--- src/rtl/sclgen_pkg.sv ---
package sclgen_pkg;

  localparam int PH_CNT_W = 4;

  typedef enum logic [1:0] {
    PH_IDLE = 2'd0,
    PH_LOW  = 2'd1,
    PH_HIGH = 2'd2
  } phase_e;

  // strobes from control to the phase counter in the datapath
  typedef struct packed {
    logic cntClr;
    logic cntInc;
  } cnt_ctrl_t;

  function automatic logic [PH_CNT_W-1:0] lowTicks(input logic [1:0] sel);
    case (sel)
      2'd1:    lowTicks = PH_CNT_W'(6);
      2'd2:    lowTicks = PH_CNT_W'(11);
      default: lowTicks = PH_CNT_W'(4);
    endcase
  endfunction

  function automatic logic [PH_CNT_W-1:0] highTicks(input logic [1:0] sel);
    case (sel)
      2'd1:    highTicks = PH_CNT_W'(3);
      2'd2:    highTicks = PH_CNT_W'(6);
      default: highTicks = PH_CNT_W'(4);
    endcase
  endfunction

endpackage

--- src/rtl/sclgen_datapath.sv ---
module sclgen_datapath
  import sclgen_pkg::*;
#(
  parameter int DIV_W = 9,
  parameter int CNT_W = PH_CNT_W
) (
  input  logic             clk,
  input  logic             rstN,
  input  logic             enable,
  input  logic [DIV_W-1:0] divVal,
  input  logic [1:0]       ratioSel,
  input  cnt_ctrl_t        ctrl,
  output logic             tickStb,
  output logic             lowDone,
  output logic             highDone
);

  localparam logic [CNT_W-1:0] ONE = CNT_W'(1);

  logic [DIV_W-1:0] preCnt;
  logic [CNT_W-1:0] phaseCnt;

  // prescaler: one tick per divVal+1 clocks
  always_ff @(posedge clk or negedge rstN) begin
    if (!rstN) begin
      preCnt  <= '0;
      tickStb <= 1'b0;
    end else if (!enable) begin
      preCnt  <= '0;
      tickStb <= 1'b0;
    end else if (preCnt >= divVal) begin
      preCnt  <= '0;
      tickStb <= 1'b1;
    end else begin
      preCnt  <= preCnt + DIV_W'(1);
      tickStb <= 1'b0;
    end
  end

  // phase tick counter
  always_ff @(posedge clk or negedge rstN) begin
    if (!rstN) begin
      phaseCnt <= '0;
    end else if (!enable || ctrl.cntClr) begin
      phaseCnt <= '0;
    end else if (ctrl.cntInc) begin
      phaseCnt <= phaseCnt + ONE;
    end
  end

  // compare with >= so a ratio change mid-phase cannot overrun
  assign lowDone  = phaseCnt >= (CNT_W'(lowTicks(ratioSel))  - ONE);
  assign highDone = phaseCnt >= (CNT_W'(highTicks(ratioSel)) - ONE);

endmodule

--- src/rtl/sclgen_control.sv ---
module sclgen_control
  import sclgen_pkg::*;
(
  input  logic      clk,
  input  logic      rstN,
  input  logic      enable,
  input  logic      tickStb,
  input  logic      lowDone,
  input  logic      highDone,
  input  logic      sclIn,
  output cnt_ctrl_t ctrl,
  output logic      drvLow,
  output logic      fallStb,
  output logic      riseStb
);

  phase_e phase;
  logic   seenHigh;

  always_comb begin
    ctrl = '0;
    case (phase)
      PH_LOW: begin
        if (tickStb) begin
          ctrl.cntClr = lowDone;
          ctrl.cntInc = !lowDone;
        end
      end
      PH_HIGH: begin
        if (seenHigh && tickStb) begin
          ctrl.cntClr = highDone;
          ctrl.cntInc = !highDone;
        end
      end
      default: ctrl.cntClr = 1'b1;
    endcase
  end

  always_ff @(posedge clk or negedge rstN) begin
    if (!rstN) begin
      phase    <= PH_IDLE;
      seenHigh <= 1'b0;
      drvLow   <= 1'b0;
      fallStb  <= 1'b0;
      riseStb  <= 1'b0;
    end else if (!enable) begin
      phase    <= PH_IDLE;
      seenHigh <= 1'b0;
      drvLow   <= 1'b0;
      fallStb  <= 1'b0;
      riseStb  <= 1'b0;
    end else begin
      fallStb <= 1'b0;
      riseStb <= 1'b0;
      case (phase)
        PH_IDLE: begin
          phase   <= PH_LOW;
          drvLow  <= 1'b1;
          fallStb <= 1'b1;
        end
        PH_LOW: begin
          if (tickStb && lowDone) begin
            phase    <= PH_HIGH;
            drvLow   <= 1'b0;
            seenHigh <= 1'b0;
          end
        end
        PH_HIGH: begin
          riseStb <= sclIn && !seenHigh;
          if (sclIn) seenHigh <= 1'b1;
          if (seenHigh && tickStb && highDone) begin
            phase   <= PH_LOW;
            drvLow  <= 1'b1;
            fallStb <= 1'b1;
          end
        end
        default: phase <= PH_IDLE;
      endcase
    end
  end

endmodule

--- src/rtl/scl_clock_gen.sv ---
module scl_clock_gen
  import sclgen_pkg::*;
#(
  parameter int DIV_W = 9
) (
  input  logic             clk,
  input  logic             rstN,
  input  logic             enable,
  input  logic [DIV_W-1:0] divVal,
  input  logic [1:0]       ratioSel,
  input  logic             sclIn,
  output logic             sclDriveLow,
  output logic             tickStb,
  output logic             sclRiseStb,
  output logic             sclFallStb
);

  cnt_ctrl_t ctrl;
  logic      lowDone;
  logic      highDone;

  sclgen_datapath #(.DIV_W(DIV_W), .CNT_W(PH_CNT_W)) dp (
    .clk      (clk),
    .rstN     (rstN),
    .enable   (enable),
    .divVal   (divVal),
    .ratioSel (ratioSel),
    .ctrl     (ctrl),
    .tickStb  (tickStb),
    .lowDone  (lowDone),
    .highDone (highDone)
  );

  sclgen_control ctl (
    .clk      (clk),
    .rstN     (rstN),
    .enable   (enable),
    .tickStb  (tickStb),
    .lowDone  (lowDone),
    .highDone (highDone),
    .sclIn    (sclIn),
    .ctrl     (ctrl),
    .drvLow   (sclDriveLow),
    .fallStb  (sclFallStb),
    .riseStb  (sclRiseStb)
  );

endmodule

--- config.mk ---
export PLATFORM = sky130hd
export DESIGN_NAME = scl_clock_gen
export DESIGN_NICKNAME = d
export VERILOG_FILES = /design/src/rtl/sclgen_pkg.sv /design/src/rtl/sclgen_datapath.sv /design/src/rtl/sclgen_control.sv /design/src/rtl/scl_clock_gen.sv
export SDC_FILE = /design/constraint.sdc
export NUM_CORES = 1
export LEC_CHECK = 0
export BUFFER_PORTS_ARGS = -buffer_cell sky130_fd_sc_hd__buf_2
export CELL_PAD_IN_SITES_DETAIL_PLACEMENT = 0
export CELL_PAD_IN_SITES_GLOBAL_PLACEMENT = 1
export CORE_ASPECT_RATIO = 1.25
export CORE_UTILIZATION = 44
export DETAILED_ROUTE_END_ITERATION = 7
export GPL_TIMING_DRIVEN = 0
export PLACE_DENSITY_LB_ADDON = 0.1
export SLEW_MARGIN = 20
export SYNTH_ARGS = -nofsm -noshare
export SYNTH_HDL_FRONTEND = slang
export SYNTH_SLANG_ARGS = --single-unit
export TNS_END_PERCENT = 50
--- constraint.sdc ---
create_clock -name clk -period 2.09 [get_ports clk]
set_input_delay 0.418 -clock clk [delete_from_list [all_inputs] [get_ports clk]]
set_output_delay 0.418 -clock clk [all_outputs]
set_load 0.01 [all_outputs]
== Word-level counts from Yosys, hierarchy flattened ==
Cells that the tools add are included.

* $add $sub $neg: 4
* $mul: 0
* Div/mod/pow operators: 0
* Magnitude comparators: 3
* Equal/unequal tests: 9
* Shift-type cells: 0
* Mux-type cells: 28
* Bitwise operators: 0
* Reduce and logical (&&, ||, !) cells: 14

{| class="wikitable"
|+ Operators by type and width
! cell !! number
|-
| $mux W9 || 2
|-
| $mux W1 || 11
|-
| $mux W2 || 5
|-
| $add A9 B1 Y9 const B || 1
|-
| $ge A9 B9 Y1 || 1
|-
| $ge A4 B4 Y1 || 2
|-
| $mux W4 || 2
|-
| $pmux W1 S2 || 4
|-
| $pmux W4 S2 || 1
|-
| $ne A3 B2 Y1 const B || 2
|-
| $pmux W2 S3 || 1
|-
| $pmux W3 S2 || 1
|-
| $reduce_and A3 Y1 || 2
|-
| $add A4 B1 Y4 const B || 1
|-
| $eq A2 B1 Y1 const B || 2
|-
| $eq A2 B2 Y1 const B || 2
|-
| $logic_and A1 B1 Y1 || 4
|-
| $logic_not A1 Y1 || 4
|-
| $ne A4 B1 Y1 const B || 1
|-
| $sub A3 B1 Y4 const B || 1
|-
| $sub A4 B1 Y4 const B || 1
|-
| $ne A3 B1 Y1 const B || 1
|-
| $ne A3 B3 Y1 const B || 1
|-
| $pmux W1 S3 || 1
|-
| other kinds (4) || 4
|}

* Flip-flop bits (word level): 20
* Bits in latches: 0
* Bits in writable memories: 0
* ROM bits: 0
* Input bits: 15
* Output and inout port bits: 4
* Logic and storage cells: 66
* Memories: 0

== Depth between registers and ports, before layout ==
Gate-level depths: netlist of the first run.

* Word-level depth: 9
* Mapped depth: 10
* Gate-level depth less buffers: 10

== Modules after synthesis ==
From an unflattened synthesis of the first run, not the netlist that was laid out.

* Cells, all modules: 151
* Area total of the unflattened synthesis: 1496.4 um^2

{| class="wikitable"
|+ Modules (own cells, without submodules)
! module !! instances !! cells each !! area an instance (um^2) !! seq. area each (um^2)
|-
| sclgen_datapath || 1 || 111 || 1081.0 || 350.3
|-
| sclgen_control || 1 || 40 || 415.4 || 150.1
|}

== Worst setup path after synthesis of the first run ==
Ideal clock, no wire load.

* Path kind: input -> register
* Start point: input ratioSel[1]
* End point: register dp.phaseCnt[2]
* Library setup time: 0.064 ns
* Data arrival time: 2.035 ns
* Required time: 2.026 ns
* Slack: -0.009 ns
* Cell stages on the path: 10
* Path buffers: 0
* Path through: inv_1 > ha_1 > inv_1 > nand3_1 > ha_1 > a21oi_1 > o21ai_1 > or3_1 > a221oi_1 > a21o_1

* Cells in the longest elaborated chain, start to end: 8
* Elaborated cells on any way between the ends: 17
* Those cells by class: add/sub: 2; order compare: 2; eq/ne: 2; mux: 7; reduce/logical: 4

{| class="wikitable"
|+ Ends and longest elaborated chain
! element !! line !! source
|-
| from (decl) || scl_clock_gen.sv:10 || <nowiki>input logic [1:0] ratioSel,</nowiki>
|-
| $eq A2 B2 Y1 or $eq A2 B1 Y1 (tied branches) || sclgen_pkg.sv:18, sclgen_pkg.sv:26 ||
|-
| $pmux W4 S2 or $pmux W3 S2 (tied branches) || sclgen_pkg.sv:18, sclgen_pkg.sv:26 ||
|-
| $sub A4 B1 Y4 or $sub A3 B1 Y4 (tied branches) || sclgen_datapath.sv:52, sclgen_datapath.sv:53 ||
|-
| $ge A4 B4 Y1, on equally long branches || sclgen_datapath.sv:52, sclgen_datapath.sv:53 ||
|-
| $mux W2, or another cell as far along || sclgen_control.sv:24 || <nowiki>if (tickStb) begin</nowiki>
|-
| $pmux W1 S2, or another cell as far along || sclgen_control.sv:22 || <nowiki>case (phase)</nowiki>
|-
| $logic_or A1 B1 Y1 or $pmux W1 S2 (tied branches) || sclgen_datapath.sv:44, sclgen_control.sv:22 ||
|-
| $mux W4 or $reduce_bool A2 Y1 (tied branches) || n/a ||
|-
| to (signal assigned) || sclgen_datapath.sv:47 || <nowiki>phaseCnt <= phaseCnt + ONE;</nowiki>
|-
| to (decl) || sclgen_datapath.sv:21 || <nowiki>logic [CNT_W-1:0] phaseCnt;</nowiki>
|}

Parallel ways exist; a longest one is shown, timed or not.
A chain may end at the register's enable or synchronous reset.

== Worst setup path after layout of the first run ==
* Start point: input ratioSel[0]
* End point: register ctl.phase[0]

* Cells in the longest elaborated chain, start to end: 7
* Elaborated cells on any way between the ends: 13
* Those cells by class: add/sub: 2; order compare: 2; eq/ne: 4; mux: 2; reduce/logical: 3

{| class="wikitable"
|+ Ends and longest elaborated chain
! element !! line !! source
|-
| $eq A2 B2 Y1 or $eq A2 B1 Y1 (tied branches) || sclgen_pkg.sv:18, sclgen_pkg.sv:26 ||
|-
| $pmux W4 S2 or $pmux W3 S2 (tied branches) || sclgen_pkg.sv:18, sclgen_pkg.sv:26 ||
|-
| $sub A4 B1 Y4 or $sub A3 B1 Y4 (tied branches) || sclgen_datapath.sv:52, sclgen_datapath.sv:53 ||
|-
| $ge A4 B4 Y1, on equally long branches || sclgen_datapath.sv:52, sclgen_datapath.sv:53 ||
|-
| $logic_and A1 B1 Y1, on equally long branches || sclgen_control.sv:62, sclgen_control.sv:71 ||
|-
| $ne A3 B2 Y1 (no source line) || n/a ||
|-
| $reduce_and A2 Y1 (no source line) * || n/a ||
|-
| to (signal assigned) || sclgen_control.sv:57 || <nowiki>phase <= PH_LOW;</nowiki>
|-
| to (signal assigned) || sclgen_control.sv:63 || <nowiki>phase <= PH_HIGH;</nowiki>
|-
| to (signal assigned) || sclgen_control.sv:72 || <nowiki>phase <= PH_LOW;</nowiki>
|-
| to (decl) || sclgen_control.sv:17 || <nowiki>phase_e phase;</nowiki>
|}

Every way passes the cells marked *; elsewhere a longest branch is shown, timed or not.

==> metrics.txt, run 1 <==
placed cell count ~210; Worst Tran Pin Value 458 ps; period utilization 95.3%; Die ar. approximately 0.0035 sq mm; GP Congestion between 0.7 and 0.8; CP arrival 2140 ps; via density per instance between 5 and 6; CP required 2240 ps; CTS Buffer Depth 2; pin count of the biggest net entering global routing 21; Skew-Pair Late Insertion Delay between 200 and 300 ps; peak supply drop 0.000529 V; initial antenna violation count 0; violation count after the first detailed-route iteration 14; share of layout cells above drive strength 1 19.7%; status finished, final reports clean; RSZ-0062 raised after global routing true; Yosys top cell by area dfrtp_1; EDFF count, synth 0; min Tclk post-route ~2000 ps; CP Capture Type flop; Max-slew headroom 69.5%; DRC 0; worst setup path class input port to flop; Syn-to-layout area delta 15.6%; first-pass GRT wire length about 4600 microns; fmax 502 MHz; Netlist cell types 34; Non-Filler Instances 215; vias in the first global route roughly 1100; final hold violation count 0; Static Leak between 0.8 and 0.9 nW; asr flop ratio synth 100%; Hold Path Class input port to async pin; CTS Root Cell clkbuf_8; cells after synthesis 157; Post-synth top cells ha_1 (26), dfrtp_1 (20), inv_1 (19), nand2_1 (13), nor3_1 (10); Avg Inst Size Synth a little over 9 sq um; Post-DP HPWL 2230 microns; drt total wl 2750 microns; All-Layer GR Usage 18.1%; Mapped Area about 0.0015 sq mm; CP Max Fanout 6; YS warnings 0; Yosys top cell area share between 30% and 40%; Initial Util roughly 46%; Area contributors post-synth dfrtp_1 (34%), ha_1 (22%), inv_1 (4.9%); PortBufs 17; die width 53.5 microns; CTS Hold Buffers Added 0; most common cell in the netlist ha_1; Nets 221; max-slew violations 0; Post-Route Skew roughly 1.8 ps; antenna-violating nets left 0; syn_nets 198; post-synthesis sequential area ratio 34.4%; CTS Buf Count 3; crit path launch type input port; IO Count 19; Antenna diodes 0; H-tree depth 1; CTS tree done; DRT Pass-1 Iters 4; Post-synth top flop dfrtp_1; gr ovfl total 0; die height 66.3 microns; Rows 23; via total after detailed routing between 1000 and 1500; Final Hold Slack 104 ps; Seq cells post-synth 20; Power Density around 620 mW/mm^2; WL/cell 12.8 microns; Clk pin slew, worst setup/hold paths 70 ps; core area ~0.0032 sq mm; max-cap viol count 0; clk sinks 20; R2R depth 7; Final setup viols 0
==> final timing paths <==
check                                     from              to  slack (ps)
worst max-delay path               ratioSel[0]    ctl.phase[0]         100
worst min-delay path                      rstN     ctl.fallStb         100
worst max register to register  dp.phaseCnt[0]  dp.phaseCnt[2]         150
worst min register to register      ctl.drvLow      ctl.drvLow         510
max in group asynchronous                 rstN    dp.preCnt[0]        1670
min in group clk                         sclIn     ctl.riseStb         450
==> metrics by stage <==
step	total power, mW	area [sq um]	setup WS [ps]	TNS [ps]	util (%)
6_report	1.04	1680	97.6	0	52.7
5_1_grt	1.13	1680	-11.9	-35.5	52.7
4_1_cts	1.05	1640	5.16	0	51.5
3_5_place_dp	0.794	1590	-300	-1690	49.9
3_3_place_gp	0.785	1590	-250	-1450	49.9
2_1_floorplan	0.699	1460	5.00	0	-
==> layer usage <==
layer	part of all wire [%]	GRT usage, %	wire (microns)
met4	2.4	8.88	65
met3	3.3	2.76	91
met5	0	0	0
met1	41	19.7	1130
met2	53	32.8	1460
==> repair_timing <==
item,CTS,global route
resized for setup,2,6
hold endpoints to repair,0,0
buffers inserted,0,1
endpoints found under the setup margin,1,7
pin swaps,0,1
==> layout make-up <==
type                            count  area, sq um
Sequential cell                    20          500
Buffer                              2         7.51
Clock buffer                        3         41.3
Timing Repair Buffer               18         92.6
Tap cell                           37         46.3
Fill cell                         310         1510
Inverter                           19         71.3
Multi-Input combinational cell    116          925
==> power by group <==
group	leakage [nW]	internal, mW	switching (mW)
sequential	0.272	0.428	0.0289
combinational	0.557	0.144	0.194
clock	0.0216	0.128	0.120
==> cell families after synthesis <==
family / synth area share (%)
XOR/XNOR: 4.21
AND/OR/NAND/NOR: 16.9
adder cells (fa/ha/maj): 22.3
AO/OA/AOI/OAI: 16.1
buffers and inverters: 5.41
flip-flops: 34.4
multiplexers: 0.687
==> cell usage in the layout, fill, tap and decap left out, drive strengths merged <==
cell type  synthesis  final
nor2b              1      1
o21a               1      1
nor3b              3      3
xnor2              3      3
o21ai              6      6
nand2             13     13
a31o               1      1
dfrtp             20     20
nand4              1      1
or2                2      2
o41ai              1      1
a31oi              1      1
o31ai              1      1
a2bb2oi            1      1
buf                0     18
mux2i              1      1
or3                2      2
nor2               6      6
a221oi             1      1
a21o               6      6
nand3              8      8
xor2               4      4
nor3              10     10
and2               1      1
ha                26     26
nand2b             3      3
o32a               1      1
a32o               1      1
o211ai             4      4
a21oi              7      7
inv               19     19
clkbuf             2      5
==> flip-flops by register name (all words and copies together) (netlist names) <==
register	flops
dp.preCnt	9
dp.phaseCnt	4
ctl.phase	2
ctl.drvLow	1
ctl.fallStb	1
ctl.riseStb	1
ctl.seenHigh	1
dp.tickStb	1
==> worst max-delay path, cell delays in order <==
cell	delay, ps
buf_2	120
inv_1	50
ha_1	170
inv_1	80
ha_1	290
o211ai_1	110
o21ai_1	260
a21oi_2	140
buf_4	160
o41ai_1	330
(Power assumes the default switching activity.)
==> run 2: changes to the inputs <==
--- a/config.mk
+++ b/config.mk
@@ -12,9 +12,11 @@
 export CORE_UTILIZATION = 44
 export DETAILED_ROUTE_END_ITERATION = 7
 export GPL_TIMING_DRIVEN = 0
+export MAX_ROUTING_LAYER = met4
 export PLACE_DENSITY_LB_ADDON = 0.1
 export SLEW_MARGIN = 20
 export SYNTH_ARGS = -nofsm -noshare
 export SYNTH_HDL_FRONTEND = slang
+export SYNTH_HIERARCHICAL = 1
 export SYNTH_SLANG_ARGS = --single-unit
 export TNS_END_PERCENT = 50
==> run 2 against run 1 <==
Net effect:
- the flow now finishes with violations (negative setup slack)
- non-clock buffer count grew 3
- combinational power grew 24%
- final cell count is the same
- setup slack lost 130 ps
- sequential power grew 2%
- sequential share of layout area shrank 2.8 points
- first-iteration DRC count shrank 50%
- power grew 13%
- synthesized area grew 2.7%
- clock skew is essentially flat
- critical path depth grew 4
- critical path type unchanged
- largest power group unchanged
==> metrics.txt, run 2 <==
post-synthesis sequential area ratio 33.4% (-0.92 points); total chip power 1.18 mW (+13%); Post-Route Skew 2.19 ps (+0.398 ps); Syn-to-layout area delta 24.4%; Post-synth top flop dfrtp_1; max-cap viol count 0 (unchanged); CTS tree done; CTS Root Cell clkbuf_8; crit path launch type input port; Max-slew headroom 69.9% (+0.43 points); cells after synthesis 151 (-3.8%); drt total wl 2820 microns (+2.7%); placed cell count 206 (-2.4%); Slowest cell on crit path and3_4; share of layout cells above drive strength 1 28.7% (+9.0 points); commonest cells after routing, fill and taps aside ha_1 (24), dfrtp_1 (20), inv_1 (17), buf_2 (16), nor3_1 (8); max-slew violations 0 (unchanged); Final Util 57.8% (+5.0 points); status finished with violations; via total after detailed routing 1141 (-1.6%); pin count of the biggest net entering global routing 21 (unchanged); crit-path max cell delay 230 ps (-100 ps); violation count after the first detailed-route iteration 7 (-7); Post-DP HPWL 2250 microns (+0.95%); Non-Filler Instances 215 (unchanged); Initial Util 46.4% (+0.84 points); WL/cell 13.1 microns (+2.7%); Final setup viols 2 (+2); All-Layer GR Usage 19.1% (+0.93 points); initial antenna violation count 0 (unchanged); fmax 471 MHz (-6.2%); CP Max Fanout 4 (-2); Yosys top cell by area dfrtp_1; Largest register FFs 9 (unchanged); final hold violation count 0 (unchanged); PortBufs 18 (+1); most used cell, CP a21o_1; Avg Inst Size Synth 9.91 sq um (+6.8%); period utilization 102% (+6.3 points); R2R depth 11 (+4); gr ovfl total 0 (unchanged); asr flop ratio synth 100% (unchanged); Static Leak 0.963 nW (+13%); Antenna diodes 0 (unchanged); r2r setup slk -30 ps (-180 ps); CTS Buffer Depth 2 (unchanged); Netlist cell types 37 (+8.8%); CP cell instances buf_8 -> inv_12 -> ha_4 -> inv_2 -> ha_4 -> nand2b_4 -> a21o_1 -> a21o_1 -> a21o_1 -> o22ai_1 -> and3_4 -> nand4_1 -> xor2_1 -> nor2_1; min Tclk post-route 2120 ps (+132 ps); top flop regs dp/preCnt: 9 flops, dp/phaseCnt: 4 flops, ctl/phase: 2 flops; via density per instance 5.31 (-1.6%); Seq cells post-synth 20 (unchanged); CP Capture Type flop; Hold Path Class input port to async pin; core area 0.00322 sq mm (+0.90%); syn_nets 194 (-2.0%); Area contributors post-synth dfrtp_1 (33%), ha_1 (23%), inv_1 (5.5%); CP Buf/Inv Count 3 (-1); Power Density 635 mW/mm^2 (+2.6%); fillers 286 (-7.7%); H-tree depth 1 (unchanged); most flop-heavy register dp/preCnt; CP required 2250 ps (about the same); Nets 222 (+0.45%); DRC 0 (unchanged); die width 54.2 microns (+1.3%); antenna-violating nets left 0 (unchanged); reg2reg end dp/phaseCnt[3]; most common cell after layout, fill and taps aside ha_1; YS warnings 6 (+6); RSZ-0062 raised after global routing true; Yosys top cell area share 33.4% (-0.92 points); first-pass GRT wire length 4800 microns (+3.6%); RR Startpoint dp/phaseCnt[0]; Rows 23 (unchanged); CP arrival 2280 ps (+140 ps); CTS Hold Buffers Added 0 (unchanged); failing checks negative setup slack; Clk pin slew, worst setup/hold paths 70 ps (about the same); clk sinks 20 (unchanged); IO Count 19 (unchanged); Mapped Area 0.00150 sq mm (+2.7%); die height 67.2 microns (+1.3%); EDFF count, synth 0 (unchanged); Die ar. 0.00364 sq mm (+2.6%); Skew-Pair Late Insertion Delay 260 ps (about the same); Final Hold Slack 94.2 ps (-9.36 ps); final worst setup slack -34.8 ps (-132 ps); CTS Buf Count 3 (unchanged); area of the multi-input gates 0.00100 sq mm (+8.7%); GP Congestion 0.759 (-3.9%); DRT Pass-1 Iters 4 (unchanged); setup TNS -39.6 ps (-39.6 ps); most common cell in the netlist ha_1; worst setup path class input port to flop; peak supply drop 0.000486 V (-8.0%); Top Family by Delay on Critical Path compound AO/OA/AOI/OAI gates; vias in the first global route 1172 (+2.7%); Seq. cell area 500 sq um (unchanged); Worst Tran Pin Value 449 ps (-9.12 ps); Post-synth top cells ha_1 (28), inv_1 (22), dfrtp_1 (20), nor3_1 (8), nor2_1 (7)
[run 2: worst max-delay path by stage]
stage / from / to / slack [ps] / depth (start not counted)
detailed placement: ratioSel[0] / dp/phaseCnt[3] / -510 / 13
global placement: ratioSel[1] / dp/phaseCnt[3] / -480 / 13
CTS: dp/phaseCnt[0] / dp/phaseCnt[3] / -60 / 11
floorplan: ratioSel[1] / dp/phaseCnt[3] / -130 / 13
finish: ratioSel[0] / dp/phaseCnt[3] / -30 / 14
global route: dp/phaseCnt[0] / dp/phaseCnt[3] / -140 / 11
[run 2: through the flow]
step	area, sq um	worst slack [ps]
floorplan	1550	-126
global placement	1690	-482
detailed placement	1690	-511
CTS	1820	-56.8
global route	1860	-136
finish	1860	-34.8
[run 2: cells by family after synthesis]
family | share of synthesized area (%)
AO/OA/AOI/OAI | 14.5
XOR/XNOR | 5.85
adder cells (fa/ha/maj) | 23.4
buffers and inverters | 5.52
flip-flops | 33.4
multiplexers | 2.01
AND/OR/NAND/NOR | 15.2
[run 2: what timing repair did]
item / CTS / global route
gates resized for setup: 9 / 7
buffers inserted: 4 / 1
endpoints found under the setup margin: 5 / 7
pin swaps: 13 / 14
[run 2: layout make-up]
class                      instances  area share [%]
clock buffer                       4            2.96
inverter                          22            5.78
multi-input combinational        109            54.0
sequential                        20            26.9
tap                               37            2.49
timing repair buffer              23            7.93
[run 2: metal layers]
layer  track usage [%]  wire (microns)
met3              3.38              54
met1              18.4            1150
met2              35.8            1570
met4              7.69              45
met5                 -               0
[run 2: power by group]
part,total (mW),switching (mW),internal (mW)
combinational,0.419,0.222,0.197
clock,0.297,0.129,0.168
sequential,0.466,0.0367,0.430
total,1.18,0.388,0.795
